File: config.mk
export PLATFORM = sky130hd
export DESIGN_NAME = stereo_serial_rx
export DESIGN_NICKNAME = d
export VERILOG_FILES = /design/src/rtl/stereo_serial_rx.sv
export SDC_FILE = /design/constraint.sdc
export NUM_CORES = 1
export LEC_CHECK = 0
export ABC_AREA = 1
export BUFFER_PORTS_ARGS = -buffer_cell sky130_fd_sc_hd__buf_2
export CORE_ASPECT_RATIO = 0.9
export CORE_MARGIN = 1
export CORE_UTILIZATION = 45
export CTS_CLUSTER_DIAMETER = 200
export DETAILED_ROUTE_END_ITERATION = 10
export SKIP_CTS_REPAIR_TIMING = 1
export SYNTH_ARGS = -nofsm -noshare
export SYNTH_HDL_FRONTEND = slang
export SYNTH_SLANG_ARGS = --single-unit
export TNS_END_PERCENT = 100
File: constraint.sdc
create_clock -name clk -period 4.6 [get_ports clk]
set_clock_uncertainty 0.15 [all_clocks]
set_input_delay 0 -clock clk [delete_from_list [all_inputs] [get_ports clk]]
set_output_delay 0 -clock clk [all_outputs]
set_load 0.02 [all_outputs]
File: src/rtl/stereo_serial_rx.sv
module stereo_serial_rx #(
  parameter int WORD_W = 24
) (
  input  logic              clk,
  input  logic              rst_n,
  input  logic [2:0]        fmt_sel,
  input  logic              bclk_in,
  input  logic              fclk_in,
  input  logic              sdata_in,
  output logic [WORD_W-1:0] left_word,
  output logic [WORD_W-1:0] right_word,
  output logic              word_valid
);
  localparam int CNT_W = $clog2(WORD_W + 1);
  localparam logic [CNT_W-1:0] FULL = CNT_W'(WORD_W);

  logic [2:0] bclk_q;
  logic [1:0] fclk_q, sd_q;

  always_ff @(posedge clk or negedge rst_n)
    if (!rst_n) begin
      bclk_q <= '0;
      fclk_q <= '0;
      sd_q   <= '0;
    end else begin
      bclk_q <= {bclk_q[1:0], bclk_in};
      fclk_q <= {fclk_q[0], fclk_in};
      sd_q   <= {sd_q[0], sdata_in};
    end

  wire bit_tick = bclk_q[1] & ~bclk_q[2];
  wire fclk_now = fclk_q[1];
  wire sd_now   = sd_q[1];

  logic [2:0] fmt_eff;
  assign fmt_eff = (fmt_sel > 3'd4) ? 3'd2 : fmt_sel;
  wire is_rj  = (fmt_eff == 3'd0) | (fmt_eff == 3'd1) | (fmt_eff == 3'd4);
  wire is_i2s = (fmt_eff == 3'd3);

  logic              fclk_prev, armed, started, have_left;
  logic [WORD_W-1:0] shreg, acc;
  logic [CNT_W-1:0]  cnt;

  wire half_end  = bit_tick & armed & (fclk_now != fclk_prev);
  wire end_left  = is_i2s ? ~fclk_prev : fclk_prev;

  logic [WORD_W-1:0] rj_word, lj_word, captured;
  logic [CNT_W-1:0]  shamt;

  always_comb begin
    case (fmt_eff)
      3'd0:    rj_word = {{(WORD_W-16){shreg[15]}}, shreg[15:0]};
      3'd1:    rj_word = {{(WORD_W-20){shreg[19]}}, shreg[19:0]};
      default: rj_word = shreg;
    endcase
    shamt    = FULL - cnt;
    lj_word  = (cnt >= FULL) ? acc : (acc << shamt);
    captured = is_rj ? rj_word : lj_word;
  end

  always_ff @(posedge clk or negedge rst_n)
    if (!rst_n) begin
      fclk_prev  <= 1'b0;
      armed      <= 1'b0;
      started    <= 1'b0;
      have_left  <= 1'b0;
      shreg      <= '0;
      acc        <= '0;
      cnt        <= '0;
      left_word  <= '0;
      right_word <= '0;
      word_valid <= 1'b0;
    end else begin
      word_valid <= 1'b0;
      if (bit_tick) begin
        fclk_prev <= fclk_now;
        armed     <= 1'b1;
        shreg     <= {shreg[WORD_W-2:0], sd_now};
        if (half_end) begin
          started <= 1'b1;
          if (is_i2s) begin
            acc <= '0;
            cnt <= '0;
          end else begin
            acc <= {{(WORD_W-1){1'b0}}, sd_now};
            cnt <= CNT_W'(1);
          end
          if (started) begin
            if (end_left) begin
              left_word <= captured;
              have_left <= 1'b1;
            end else begin
              right_word <= captured;
              if (have_left) begin
                word_valid <= 1'b1;
                have_left  <= 1'b0;
              end
            end
          end
        end else if (cnt < FULL) begin
          acc <= {acc[WORD_W-2:0], sd_now};
          cnt <= cnt + CNT_W'(1);
        end
      end
    end
endmodule

==> results of run 1 <==
registers in the layout, indices dropped and copies added, names as in the netlist, 2 cells and up:
register / flops
acc: 24
bclk_q: 3
cnt: 5
fclk_q: 2
left_word: 24
right_word: 24
sd_q: 2
shreg: 24
synthesized netlist by cell type (2+ instances only):
master and number:
inv_2 7, ha_1 2, buf_4 3, nand2_1 319, o21ai_2 5, dfrtp_1 113
buf_1 3, nand3_1 130, xor2_1 2, clkbuf_1 19, nor3_1 5, inv_4 2
inv_1 40, buf_2 17, a21oi_1 42, o211ai_1 4, o21ai_0 66, o21ai_1 10
o22ai_1 2, nor2_1 18, nor2_4 2, nand2_2 2, buf_6 4
worst max-delay path, stage by stage (launching register included):
cell and delay (ns):
dfrtp_1 0.40, inv_4 0.23, ha_1 0.28, buf_4 0.23, inv_1 0.56, nand3_1 0.26, nand2_1 0.12, nand2_1 0.05
nand3_1 0.15, nand2_1 0.07, nand2_1 0.08, nand2_1 0.08, nand2_1 0.08, nand2_1 0.09, nand2_1 0.08, nand2_1 0.05
power by group through the flow:
stage	Sequential [uW]	Combinational, uW	Clock, uW
3_5_place_dp	1420	2000	0
2_1_floorplan	1590	1260	0
3_3_place_gp	1410	2010	0
4_1_cts	1400	2020	1410
6_report	1400	2040	1390
5_1_grt	1430	2270	1450
worst min-delay path by stage:
stage,slack (ns),cells past startpoint,end
after floorplan,-0.45,0,acc[0]
after global placement,-0.04,1,sd_q[0]
after detailed placement,-0.04,1,sd_q[0]
after CTS,-0.47,1,sd_q[0]
after global routing,0.02,7,left_word[23]
final,-0.03,7,right_word[23]
routing by layer:
metal  routed length [um]  vias to the layer above
met3                 1030                       32
met4                  391                        0
met2                 7970                      203
met1                 8840                     2740
li1                     -                     2793
met5                    0                        -
cell families (layout without fill, tap and decap cells):
| family | count (synthesis) | in the layout |
|---|---|---|
| DFF | 113 | 113 |
| xor gates and xnor gates | 3 | 3 |
| adders and majority gates | 2 | 2 |
| buffers and inverters | 97 | 151 |
| AOI/OAI and AO/OA | 132 | 132 |
| and+or+nand+nor | 481 | 481 |
layout make-up:
| type | count | area share (%) |
|---|---|---|
| Clock buffer | 24 | 7.13 |
| Clock inverter | 8 | 1.78 |
| Inverter | 51 | 2.81 |
| Multi-Input combinational cell | 618 | 39.7 |
| Sequential cell | 113 | 40.2 |
| Tap cell | 164 | 2.92 |
| Timing Repair Buffer | 68 | 5.44 |
through the flow:
stage               std cells  util [%]  power (uW)
finish                   1046      54.6        4830
global route             1046      54.6        5160
CTS                      1042      54.3        4830
detailed placement       1010      49.4        3420
global placement         1010      49.4        3420
floorplan                 828         -        2850
cell usage in the layout (no fill, tap or decap), types with 7 or more instances in the layout:
master / count
nand2_1: 319
nand3_1: 130
dfrtp_1: 113
o21ai_0: 66
buf_2: 55
a21oi_1: 41
inv_1: 40
nor2_1: 18
clkbuf_16: 17
o21ai_1: 10
buf_4: 9
inv_2: 7
==> results.json, run 1 <==
{
  "viasPerCell": 5.51,
  "die_h_um": 112,
  "layout.area.seq_sq_mm": 0.00283,
  "synth_compound_area_share_pct": 11.6,
  "clockBufferDepth": 2,
  "fin_setup_tns_ns": 0,
  "slew_headroom_pct": 42.0,
  "core_sq_mm": 0.0129,
  "die_area_sq_mm": 0.0139,
  "r2r_setup_slack_ns": 1.53,
  "required_ns": 4.76,
  "dr.pass1.iters": 5,
  "synth_edf_count": 0,
  "clkPwrFrac_pct": 28.7,
  "io_buffers": 56,
  "synth_top_area_share_pct": 46.7,
  "layout-drive-gt1-share_pct": 13.5,
  "r2r-start": "cnt[0]",
  "initial_core_util_pct": 47.0,
  "synth_area_sq_mm": 0.00605,
  "final_area_sq_mm": 0.00704,
  "diodes": 0,
  "synth_top_family_by_area": "simple AND/OR/NAND/NOR gates",
  "setup_viol_count_final": 0,
  "met1_usage_pct": 40.6,
  "grt_util_met2_pct": 40.6,
  "powerDensity_mw_per_mm2": 686,
  "critPathMaxFanout": 27,
  "post-route-period-util_pct": 66.8,
  "sequentialPowerShare_pct": 29.1,
  "grt_start_max_net_pins": 66,
  "r2r_cells": 15,
  "vias": 5768,
  "async_flop_share_pct": 100,
  "drv_cap": 0,
  "max_slew.worst_pin.slew_ns": 0.870,
  "dpl.hpwl_um": 12800,
  "cts_tree": "done",
  "synthAdderAreaFrac_pct": 0.413,
  "p_leak_uw": 0.00357,
  "crit_arrival_ns": 3.23,
  "intPower_uw": 2750,
  "min_period_ns": 3.07,
  "drtIter0Drc": 495,
  "switching_share_pct": 43.0,
  "clk_pin_slew_ns": 0.06,
  "grt_busiest_layer": "met1",
  "insertion_delay_ns": 0.42,
  "setup.worst_path.end": "right_word[22]",
  "grt_pass1_wl_um": 30000,
  "critPathKind": "flip-flop to flip-flop",
  "hold_violations": 5,
  "clock.fmax_mhz": 326,
  "whs_ns": -0.0273,
  "synth_nets": 838,
  "synth-seq-cells": 113,
  "synthFlopType": "dfrtp_1",
  "synth_seq_area_share_pct": 46.7,
  "antenna_found_initial": 0,
  "critPathCaptureType": "flip-flop",
  "ys_types": 34,
  "ys_warn_count": 0,
  "area_growth_pct": 16.2,
  "peakVddDrop_mv": 0.320,
  "final_antenna_net_count": 0,
  "yosys.area_share.simple_pct": 33.6,
  "gr-usage-met3_pct": 5.62,
  "switchingPower_uw": 2080,
  "n_fill_cell": 1265,
  "slew_viol_final": 0,
  "dpl-instance-area_sq_mm": 0.00637,
  "final_nets": 879,
  "pre_cts_slack_ns": 1.59,
  "hold_start": "fmt_sel[1]",
  "syn_inst": 828,
  "rsz0062_at_grt": "false",
  "wl_per_cell_um": 17.4,
  "io_pins": 57,
  "multi_input_area_sq_mm": 0.00280,
  "start_kind": "flip-flop",
  "setup_slack_ns": 1.53,
  "synth_mux_area_share_pct": 0,
  "die_x_um": 124,
  "comb_power_share_pct": 42.2,
  "cts_buffers": 17,
  "clock-root-buffer": "clkbuf_16",
  "min_path_type": "input pin to flip-flop",
  "grt_usage_pct": 27.7,
  "cts_htree_levels": 4,
  "worstSetupStartpoint": "cnt[0]",
  "synth_area_leader_cell": "dfrtp_1",
  "cts_sinks": 113,
  "violations": "hold timing",
  "place.gp.congestion": 0.919,
  "num_rows": 39,
  "synth_area_leaders": "dfrtp_1, nand2_1, nand3_1, o21ai_0, a21oi_1",
  "grt_pass1_vias": 5468,
  "gr-total-overflow": 0,
  "drc": 0,
  "status": "finished, violations left",
  "yosys.area_share.xor_xnor_pct": 0.558,
  "reg2reg_to": "right_word[22]",
  "avgSynthCellArea_sq_um": 7.31,
  "wl_um": 18200
}
Note: power is estimated with default switching activity, not from simulation.
==> run 2: changes to the inputs <==
--- a/config.mk
+++ b/config.mk
@@ -5,7 +5,7 @@
 export SDC_FILE = /design/constraint.sdc
 export NUM_CORES = 1
 export LEC_CHECK = 0
-export ABC_AREA = 1
+export ABC_AREA = 0
 export BUFFER_PORTS_ARGS = -buffer_cell sky130_fd_sc_hd__buf_2
 export CORE_ASPECT_RATIO = 0.9
 export CORE_MARGIN = 1
==> constraint.sdc (replaced) <==
create_clock -name clk -period 3.17 [get_ports clk]
set_clock_uncertainty 0.15 [all_clocks]
set_input_delay 0 -clock clk [delete_from_list [all_inputs] [get_ports clk]]
set_output_delay 0 -clock clk [all_outputs]
set_load 0.02 [all_outputs]
==> results.json, run 2 <==
{
  "min_period_ns": 2.95,
  "io_buffers": 56,
  "reg2reg_to": "left_word[17]",
  "wl_per_cell_um": 21.2,
  "diodes": 0,
  "powerDensity_mw_per_mm2": 951,
  "clockBufferDepth": 2,
  "layout-drive-gt1-share_pct": 31.3,
  "worstSetupStartpoint": "cnt[0]",
  "max_slew.worst_pin.slew_ns": 0.893,
  "die_area_sq_mm": 0.0145,
  "synth_nets": 612,
  "setup_viol_count_final": 0,
  "async_flop_share_pct": 100,
  "grt_usage_pct": 26.5,
  "p_leak_uw": 0.00334,
  "slew_viol_final": 0,
  "grt_pass1_wl_um": 28400,
  "pre_cts_slack_ns": 0.314,
  "die_x_um": 127,
  "cts_buffers": 17,
  "synth_area_sq_mm": 0.00630,
  "min_path_type": "input pin to asynchronous set/reset pin",
  "p_total_uw": 7070,
  "crit_arrival_ns": 3.17,
  "post-route-period-util_pct": 93.1,
  "core_sq_mm": 0.0135,
  "cts_tree": "done",
  "whs_ns": 0.0109,
  "slew_headroom_pct": 40.4,
  "clock.fmax_mhz": 339,
  "hold_violations": 0,
  "final_cell_mix": "dfrtp_1, nand2_1, mux2_2",
  "insertion_delay_ns": 0.43,
  "setup_slack_ns": 0.219,
  "r2r_cells": 8,
  "ys_top_cells_by_count": "dfrtp_1, nand2_1, mux2_2, a21oi_1, nor2_1",
  "drtIter0Drc": 541,
  "critPathMaxFanout": 24,
  "syn_inst": 602,
  "synth_area_leader_cell": "dfrtp_1",
  "clk_pin_slew_ns": 0.06,
  "vias": 5060,
  "drv_cap": 0,
  "rsz0062_at_grt": "false",
  "viasPerCell": 6.03,
  "final_antenna_net_count": 0,
  "gr-total-overflow": 0,
  "ys_types": 54,
  "synth_area_leaders": "dfrtp_1, mux2_2, mux4_2, nand2_1, a21oi_1",
  "critPathKind": "flip-flop to flip-flop",
  "dr.pass1.iters": 5,
  "synth_seq_area_share_pct": 44.9,
  "num_rows": 40,
  "area_growth_pct": 17.9,
  "final_nets": 668,
  "synthFlopType": "dfrtp_1",
  "dpl.hpwl_um": 12700,
  "antenna_found_initial": 0,
  "avgSynthCellArea_sq_um": 10.5,
  "ys_warn_count": 0,
  "r2r_setup_slack_ns": 0.22,
  "grt_start_max_net_pins": 61,
  "drc": 0,
  "die_h_um": 114,
  "grt_pass1_vias": 4853,
  "wl_um": 17800,
  "r2r-start": "cnt[0]",
  "start_kind": "flip-flop",
  "io_pins": 57,
  "peakVddDrop_mv": 0.555,
  "critPathCaptureType": "flip-flop",
  "final_common_cell": "dfrtp_1",
  "clock-root-buffer": "clkbuf_16",
  "cts_htree_levels": 4,
  "fin_setup_tns_ns": 0,
  "place.gp.congestion": 0.948,
  "synth_edf_count": 0,
  "cts_sinks": 113,
  "synth.most_common_cell": "dfrtp_1",
  "synth-seq-cells": 113,
  "synth_top_area_share_pct": 44.9,
  "status": "complete, no violations",
  "initial_core_util_pct": 46.6,
  "required_ns": 3.39
}
run 2: critical path: stages, from the launching register on:
cell      delay, ns
dfrtp_1        0.37
buf_4          0.24
or4_4          0.52
and2_1         0.31
buf_4          0.25
a21oi_1        0.19
a21oi_1        0.06
a221oi_1       0.53
mux2_2         0.26
run 2: metrics by stage:
stage	area (sq um)	std cells	util (%)
floorplan	6300	602	-
global placement	6780	802	50.2
detailed placement	6780	802	50.2
CTS	7380	834	54.6
global route	7430	839	55.0
finish	7430	839	55.0
run 2: how the worst max path moves through the flow:
stage,end,cells after the start
floorplan,left_word[19],11
global placement,right_word[17],8
detailed placement,right_word[17],8
CTS,left_word[17],8
global route,right_word[11],6
finish,left_word[17],8
run 2: layout make-up:
class,instances,area [sq um]
clock inverter,15,174
timing repair buffer,84,543
tap,168,210
inverter,6,22.5
clock buffer,17,425
multi-input combinational,436,3230
fill,1212,6080
sequential,113,2830
run 2: kinds of logic after synthesis:
logic type	synth area share, %
AO/OA/AOI/OAI	13.8
adder cells (fa/ha/maj)	0.397
flip-flops	44.9
multiplexers	22.8
AND/OR/NAND/NOR	12.6
XOR/XNOR	1.49
buffers and inverters	4.01
run 2: power breakdown:
| part | switching, uW | internal (uW) | leakage (uW) |
|---|---|---|---|
| combinational | 1700 | 1230 | 0.00159 |
| clock | 772 | 1180 | 0.000287 |
| sequential | 329 | 1860 | 0.00146 |
| total | 2800 | 4260 | 0.00334 |
run 2: routing by layer:
metal	up-vias	GRT usage, %	share of wire, %
met5	-	0	0
met4	0	9.44	2.1
li1	2304	-	-
met3	27	6.87	7.4
met1	2515	37.0	46
met2	214	40.1	45
